<file path="src/rtl/rrf_pkg.sv">
package rrf_pkg;
  localparam int unsigned XLEN  = 32;
  localparam int unsigned NREG  = 32;
  localparam int unsigned SEQW  = 3;
  localparam int unsigned NRDP  = 2;
  localparam int unsigned RIDXW = $clog2(NREG);
  localparam int unsigned TAGW  = RIDXW + SEQW;

  typedef logic [XLEN-1:0]  data_t;
  typedef logic [RIDXW-1:0] ridx_t;
  typedef logic [TAGW-1:0]  tag_t;

  typedef struct packed {
    logic  pend;
    tag_t  tag;
    data_t val;
  } rent_t;
endpackage

</file>
<file path="src/rtl/rrf_tagalloc.sv">
module rrf_tagalloc
  import rrf_pkg::*;
(
  input  logic  clk,
  input  logic  rst_n,
  input  logic  adv,
  input  ridx_t dst,
  output tag_t  tag
);
  logic [SEQW-1:0] seq_q;

  always_ff @(posedge clk or negedge rst_n) begin
    if (!rst_n)   seq_q <= '0;
    else if (adv) seq_q <= seq_q + 1'b1;
  end

  assign tag = {dst, seq_q};
endmodule

</file>
<file path="src/rtl/rrf_entry.sv">
module rrf_entry
  import rrf_pkg::*;
(
  input  logic  clk,
  input  logic  rst_n,
  input  logic  ren,
  input  tag_t  new_tag,
  input  logic  bc_valid,
  input  tag_t  bc_tag,
  input  data_t bc_data,
  output rent_t ent
);
  rent_t q;
  logic  hit;

  // Only the still-current producer may write back
  assign hit = bc_valid && q.pend && (q.tag == bc_tag);

  always_ff @(posedge clk or negedge rst_n) begin
    if (!rst_n) begin
      q <= '0;
    end else if (ren) begin
      // rename takes precedence over a same-cycle writeback
      q.pend <= 1'b1;
      q.tag  <= new_tag;
    end else if (hit) begin
      q.pend <= 1'b0;
      q.val  <= bc_data;
    end
  end

  assign ent = q;
endmodule

</file>
<file path="src/rtl/rrf_rdport.sv">
module rrf_rdport
  import rrf_pkg::*;
(
  input  ridx_t idx,
  input  rent_t ents [NREG],
  input  logic  bc_valid,
  input  tag_t  bc_tag,
  input  data_t bc_data,
  output logic  pend,
  output tag_t  tag,
  output data_t val
);
  rent_t e;

  always_comb begin
    e    = ents[idx];
    pend = 1'b0;
    tag  = '0;
    val  = '0;
    if (e.pend) begin
      if (bc_valid && (bc_tag == e.tag)) begin
        val = bc_data;
      end else begin
        pend = 1'b1;
        tag  = e.tag;
      end
    end else begin
      val = e.val;
    end
  end
endmodule

</file>
<file path="src/rtl/tag_rename_regfile.sv">
module tag_rename_regfile
  import rrf_pkg::*;
(
  input  logic             clk,
  input  logic             rst_n,
  input  logic             iss_valid,
  input  logic [RIDXW-1:0] iss_src_a,
  input  logic [RIDXW-1:0] iss_src_b,
  input  logic [RIDXW-1:0] iss_dst,
  input  logic             iss_dst_en,
  output logic [TAGW-1:0]  iss_tag,
  output logic             rd_a_pend,
  output logic [TAGW-1:0]  rd_a_tag,
  output logic [XLEN-1:0]  rd_a_val,
  output logic             rd_b_pend,
  output logic [TAGW-1:0]  rd_b_tag,
  output logic [XLEN-1:0]  rd_b_val,
  input  logic             res_valid,
  input  logic [TAGW-1:0]  res_tag,
  input  logic [XLEN-1:0]  res_data
);
  rent_t regs [NREG];
  logic  ren_any;
  tag_t  new_tag;

  ridx_t rp_idx  [NRDP];
  logic  rp_pend [NRDP];
  tag_t  rp_tag  [NRDP];
  data_t rp_val  [NRDP];

  assign ren_any = iss_valid && iss_dst_en && (iss_dst != '0);

  rrf_tagalloc u_alloc (
    .clk   (clk),
    .rst_n (rst_n),
    .adv   (ren_any),
    .dst   (iss_dst),
    .tag   (new_tag)
  );
  assign iss_tag = new_tag;

  for (genvar i = 0; i < NREG; i++) begin : g_reg
    if (i == 0) begin : g_zero
      assign regs[i] = '0;
    end else begin : g_live
      rrf_entry u_ent (
        .clk      (clk),
        .rst_n    (rst_n),
        .ren      (ren_any && (iss_dst == ridx_t'(i))),
        .new_tag  (new_tag),
        .bc_valid (res_valid),
        .bc_tag   (res_tag),
        .bc_data  (res_data),
        .ent      (regs[i])
      );
    end
  end

  assign rp_idx[0] = iss_src_a;
  assign rp_idx[1] = iss_src_b;

  for (genvar p = 0; p < NRDP; p++) begin : g_rd
    rrf_rdport u_rd (
      .idx      (rp_idx[p]),
      .ents     (regs),
      .bc_valid (res_valid),
      .bc_tag   (res_tag),
      .bc_data  (res_data),
      .pend     (rp_pend[p]),
      .tag      (rp_tag[p]),
      .val      (rp_val[p])
    );
  end

  assign rd_a_pend = rp_pend[0];
  assign rd_a_tag  = rp_tag[0];
  assign rd_a_val  = rp_val[0];
  assign rd_b_pend = rp_pend[1];
  assign rd_b_tag  = rp_tag[1];
  assign rd_b_val  = rp_val[1];
endmodule

</file>
<file path="config.mk">
export PLATFORM = sky130hd
export DESIGN_NAME = tag_rename_regfile
export DESIGN_NICKNAME = d
export VERILOG_FILES = /design/src/rtl/rrf_pkg.sv /design/src/rtl/rrf_tagalloc.sv /design/src/rtl/rrf_entry.sv /design/src/rtl/rrf_rdport.sv /design/src/rtl/tag_rename_regfile.sv
export SDC_FILE = /design/constraint.sdc
export NUM_CORES = 2
export LEC_CHECK = 0
export BUFFER_PORTS_ARGS = -buffer_cell sky130_fd_sc_hd__buf_2
export CORE_MARGIN = 2
export CORE_UTILIZATION = 34
export CTS_CLUSTER_SIZE = 10
export DETAILED_ROUTE_END_ITERATION = 8
export GPL_TIMING_DRIVEN = 0
export HOLD_SLACK_MARGIN = 0.08
export PLACE_DENSITY_LB_ADDON = 0.15
export RECOVER_POWER = 100
export SETUP_SLACK_MARGIN = 0.05
export SLEW_MARGIN = 20
export SYNTH_ARGS = -nofsm -noshare
export SYNTH_HDL_FRONTEND = slang
export SYNTH_SLANG_ARGS = --single-unit
</file>
<file path="constraint.sdc">
create_clock -name clk -period 3.8 [get_ports clk]
set_input_delay 0.38 -clock clk [delete_from_list [all_inputs] [get_ports clk]]
set_output_delay 0.38 -clock clk [all_outputs]
set_load 0.005 [all_outputs]
</file>
# Word level (Yosys, flattened, before mapping)
# Cells that the tools add are included.
classes:
  n_addsub: 1
  n_lt_le_gt_ge: 2
  n_eq_ne: 64
  mux: 80
  n_bitwise: 33
  n_reduce_logical: 160
op_table:
  columns: ["op", "count"]
  rows:
  - ["$bmux W41 S5", 2]
  - ["$eq A8 B8 Y1", 33]
  - ["$mux W41", 4]
  - ["$mux W32", 4]
  - ["$logic_and A1 B1 Y1", 97]
  - ["$eq A5 B5 Y1 const B", 16]
  - ["$mux W1", 66]
  - ["$reduce_and A2 Y1", 31]
  - ["$reduce_bool A2 Y1", 31]
  - ["$eq A5 B4 Y1 const B", 8]
  - ["$mux W8", 4]
  - ["$not A1 Y1", 31]
  - ["$eq A5 B3 Y1 const B", 4]
  - ["$ge A6 B6 Y1 const B", 2]
  - ["$not A5 Y6", 2]
  - ["$eq A5 B2 Y1 const B", 2]
  - ["$eq A5 B1 Y1 const B", 1]
  - ["$reduce_bool A5 Y1", 1]
  - ["$add A3 B1 Y3 const B", 1]
word_totals:
  register_bits: 1274
  inputBits: 60
  out_inout_bits: 90
  elab_cells: 434

# Logic depth before layout (Yosys ltp)
logic_depth:
  depth_word: 8
  ltp_mapped: 12
  mapped_depth_nobuf: 7

# Cells and area by module
# Synthesis repeated with hierarchy kept, for this count alone.
hier_totals:
  cells_unflattened: 4764
  hier_area_um2: 77393.0
modules_own_cells:
  columns: ["module", "instances", "cells_per_inst", "area_per_inst_um2", "seq_area_each_um2"]
  rows:
  - ["rrf_entry", 31, 99, 1766.7, 1026.0]
  - ["rrf_rdport", 2, 814, 11074.4, 0.0]
  - ["tag_rename_regfile", 1, 54, 315.3, 0.0]
  - ["rrf_tagalloc", 1, 13, 161.4, 75.1]

# Worst setup path after synthesis
# No wires, ideal clock.
synth_timing:
  path_kind: "input -> output"
  from: "input port iss_src_a[1]"
  to: "output port rd_a_val[30]"
  t_arrival_ns: 2.748
  required_ns: 3.420
  path_slack_ns: 0.672
  path_stages: 10
  path_buffers: 5
  cell_sequence: "buf_2 buf_4 buf_2 clkbuf_1 clkbuf_1 mux4_2 mux4_2 mux2i_1 nor2_1 a41o_1"
synth_via:
  elab_chain_len: 8
synth_rtl:
  columns: ["item", "line", "text"]
  rows:
  - ["from (decl)", "tag_rename_regfile.sv:7", "input logic [RIDXW-1:0] iss_src_a,"]
  - ["$not A5 Y6 (not written as such) *", "rrf_rdport.sv:16", "e = ents[idx];"]
  - ["$bmux W41 S5 *", "rrf_rdport.sv:16", null]
  - ["$mux W41 (not written as such) * (2 in series)", "rrf_rdport.sv:16", null]
  - ["$eq A8 B8 Y1", "rrf_rdport.sv:21", "if (bc_valid && (bc_tag == e.tag)) begin"]
  - ["$logic_and A1 B1 Y1", "rrf_rdport.sv:21", null]
  - ["$mux W32", "rrf_rdport.sv:21", null]
  - ["$mux W32 *", "rrf_rdport.sv:20", "if (e.pend) begin"]
  - ["to (decl)", "tag_rename_regfile.sv:14", "output logic [XLEN-1:0] rd_a_val,"]
# Mark *: on every way between the ends. The rest lies on a longest branch, timed or not. The select of a mux whose other input is x is not followed.

# Worst setup path in the final report
layout_timing:
  from: "input port res_tag[3]"
  to: "register g_reg[31].g_live.u_ent.q, in the netlist g_reg[31].g_live.u_ent.ent[12]"
layout_via:
  elab_chain_len: 3
layout_rtl:
  columns: ["item", "line", "text"]
  rows:
  - ["from (decl)", "tag_rename_regfile.sv:19", "input logic [TAGW-1:0] res_tag,"]
  - ["$eq A8 B8 Y1", "rrf_entry.sv:17", "assign hit = bc_valid && q.pend && (q.tag == bc_tag);"]
  - ["$logic_and A1 B1 Y1", "rrf_entry.sv:17", null]
  - ["$reduce_and A2 Y1 (no line)", null, null]
  - ["to (decl)", "rrf_entry.sv:13", "rent_t q;"]
# No other way between the ends.
# A chain may end at the register's enable or synchronous reset.

==> flow_metrics.py <==
metrics = {
    "status": {
        "status": "complete, but fails checks",
        "violations": "capacitance limit, slew limit, setup timing",
    },
    "drt": {
        "drc": 0,
        "avgRoutedWirePerCell_um": 38.7,
        "drt_iter0_drc": 5669,
        "vias": 51306,
        "routed_wl_mm": 323,
        "ant_nets": 0,
        "drt-pass1-iter-count": 5,
        "vias_per_cell": 6.14,
    },
    "synthesis": {
        "synthArstFlopShare_pct": 100,
        "synth_seq_area_share_pct": 44.5,
        "synthCells": 4989,
        "ys_top_cells_by_area": "dfrtp_1 (44%), mux4_2 (21%), mux2_2 (18%)",
        "synth.area.mux_share_pct": 40.5,
        "synth_fa_ha_area_share_pct": 0.0175,
        "synthDistinctLibCells": 68,
        "synth_ff_type": "dfrtp_1",
        "ys_ff_latch": 1274,
        "synth_xor_area_share_pct": 3.24,
        "synth_top_area_share_pct": 44.5,
        "synth_area_um2": 71600,
        "synth_area_leader_cell": "dfrtp_1",
        "syn_nets": 5050,
        "synth_top_family_by_area": "multiplexers",
        "synth_commonest_cells": "dfrtp_1 (1274), mux2_2 (1141), mux4_2 (675)",
        "yosys.area_share.simple_pct": 5.06,
        "yosysMostFrequentCell": "dfrtp_1",
        "ys_warn_count": 0,
        "synth_compound_area_share_pct": 3.26,
        "synth_edf_count": 0,
        "postSynthAreaPerCell_um2": 14.4,
    },
    "timing": {
        "finalSetupTns_ns": -362.67,
        "tightest_slew_ns": 1.89,
        "skew_ns": 0.0351,
        "period_minus_slack_ns": 4.60,
        "post-route-period-util_pct": 121,
        "fin_ws_ns": -0.800,
        "rsz0062_at_grt": "yes",
        "fmax_ghz": 0.217,
        "slew_viol_final": 271,
        "hold_viol": 0,
        "finalSetupViolCount": 955,
        "whs_ns": 0.135,
        "slew_headroom_pct": -25.9,
    },
    "floorplanning": {
        "placementRows": 168,
        "core_um2": 210000,
        "die_x_um": 463,
        "die_area_um2": 214000,
        "initial_core_util_pct": 34.2,
        "ios": 150,
        "die_h_um": 463,
    },
    "clock_network": {
        "cts_made_buffers": 160,
        "cts_buffer_depth": 3,
        "root_buffer": "clkbuf_16",
        "numClockSinks": 1274,
        "cts_tree": "built",
        "cts-htree-levels": 4,
        "clk_latency_ns": 0.83,
        "clkTransAtPathRegs_ns": 0.06,
    },
    "setup_path": {
        "reg2reg_depth": 6,
        "crit_required_ns": 4.50,
        "worstPathMaxFanout": 10,
        "crit_path_end_kind": "register",
        "crit_type": "primary input to register",
        "worstSetupStartpointType": "primary input",
        "cp.arrival_ns": 5.30,
        "r2r_slack_ns": -0.38,
    },
    "layout": {
        "num-nets-final": 5499,
        "register_area_um2": 31900,
        "area_delta_synth_final_pct": 17.2,
        "finish.instance_area_um2": 84000,
        "multi_input_area_um2": 38100,
        "fillCellCount": 19769,
        "drive_above_1_share_pct": 50.6,
        "fin_util_pct": 40.1,
    },
    "place": {
        "io_buffers": 137,
        "place_ws_ns": -1.82,
        "place_hpwl_mm": 225,
        "place.gp.congestion": 0.989,
        "placed_area_um2": 76700,
    },
    "pwr": {
        "seqPwrFrac_pct": 41.7,
        "leakage_nw": 37.7,
        "p_int_w": 0.0262,
        "pwr_density_cell_nw_per_um2": 450,
        "p_sw_share_pct": 30.6,
        "ir_worst_vdd_uv": 451,
        "p_sw_w": 0.0115,
        "clkPwrFrac_pct": 39.6,
        "pwr-share-comb_pct": 18.7,
    },
    "global_routing": {
        "grt_use_total_pct": 29.7,
        "grt_pass1_vias": 51791,
        "grt.overflow.total": 0,
        "grt_pass1_wl_mm": 441,
        "antenna_found_initial": 11,
        "grt_max_degree": 127,
    },
    "worst_hold_path": {
        "worstHoldPathType": "primary input to register",
        "min_path_cells": 4,
    },
    "flow_run": {
        "max-cap-violations": 7,
    },
}
## per-stage QoR
stage	cells	power, W
final	8356	0.0378
after global placement	7931	0.0222
after detailed placement	7969	0.0223
after floorplan	4989	0.0193
after global routing	8346	0.0389
after CTS	8327	0.0378
## state kept, by name, indices dropped and copies added, names as in the netlist
name,cells
g.g_live.u_ent.ent,1271
u_alloc.seq_q,3
## critical path, cell delays in order
cell and delay (ns):
clkbuf_1 0.74, clkbuf_1 0.87, xor2_1 0.17, nor4_1 0.79, nand4_1 0.17, nor3_1 0.73
buf_2 0.49, buf_2 0.51, mux2_2 0.39
## final timing paths
| kind | from | endpoint |
|---|---|---|
| setup / recovery | res_tag[3] | g_reg[31].g_live.u_ent.ent[12]$_DFFE_PN0P_ |
| hold / removal | iss_valid | g_reg[3].g_live.u_ent.ent[32]$_DFFE_PN0P_ |
| setup reg to reg | g_reg[6].g_live.u_ent.ent[35]$_DFFE_PN0P_ | g_reg[6].g_live.u_ent.ent[25]$_DFFE_PN0P_ |
| hold reg to reg | g_reg[18].g_live.u_ent.ent[8]$_DFFE_PN0P_ | g_reg[18].g_live.u_ent.ent[8]$_DFFE_PN0P_ |
| max in group asynchronous | rst_n | g_reg[6].g_live.u_ent.ent[12]$_DFFE_PN0P_ |
| min in group asynchronous | rst_n | g_reg[5].g_live.u_ent.ent[26]$_DFFE_PN0P_ |
## routing by layer
layer / global-route usage [%] / wire length (µm) / up-vias
li1: - / - / 19981
met1: 40.8 / 136000 / 28072
met2: 43.6 / 140000 / 2560
met3: 7.10 / 27300 / 689
met4: 15.7 / 19700 / 4
met5: 0 / 22 / -
## cell families (layout without fill, tap and decap cells)
logic type / Yosys count / after routing
AO/OA/AOI/OAI: 301 / 301
adder cells (fa/ha/maj): 1 / 1
AND/OR/NAND/NOR: 720 / 720
other: 0 / 15
buffers and inverters: 517 / 1064
flip-flops: 1274 / 1274
multiplexers: 1911 / 1911
XOR/XNOR: 265 / 265
## what timing repair did
action / CTS / global route
gates cloned: 7 / 3
endpoints found under the setup margin: 208 / 83
gates resized for setup: 404 / 71
hold buffers: 37 / 0
hold endpoints to repair: 218 / 0
pin swaps: 76 / 34
buffers inserted: 55 / 15
## placed cells by master, fill, tap and decap left out, types with 79 or more instances in the layout
| cell type | instances |
|---|---|
| mux2i_1 | 89 |
| xor2_1 | 84 |
| nand2_1 | 79 |
| clkbuf_16 | 168 |
| xnor2_1 | 179 |
| buf_4 | 122 |
| buf_2 | 230 |
| mux2_2 | 1141 |
| clkbuf_1 | 215 |
| nor3_1 | 87 |
| dfrtp_1 | 1246 |
| nor2_1 | 197 |
| mux4_2 | 675 |
## power groups by stage
stage	clock network (W)	registers (W)	logic (W)
floorplan	0	0.0154	0.00383
global placement	0	0.0159	0.00625
detailed placement	0	0.0159	0.00635
CTS	0.0152	0.0157	0.00692
global route	0.0157	0.0158	0.00732
finish	0.0149	0.0158	0.00705
## cell type report
cell class	instances	area share, %
Buffer	491	3.58
Tap cell	2805	4.18
Antenna cell	15	0.0447
Clock inverter	28	0.344
Clock buffer	232	5.54
Timing Repair Buffer	288	2.78
Sequential cell	1274	38.0
Inverter	25	0.118
Multi-Input combinational cell	3198	45.4
Note: power is estimated with default switching activity, not from simulation.
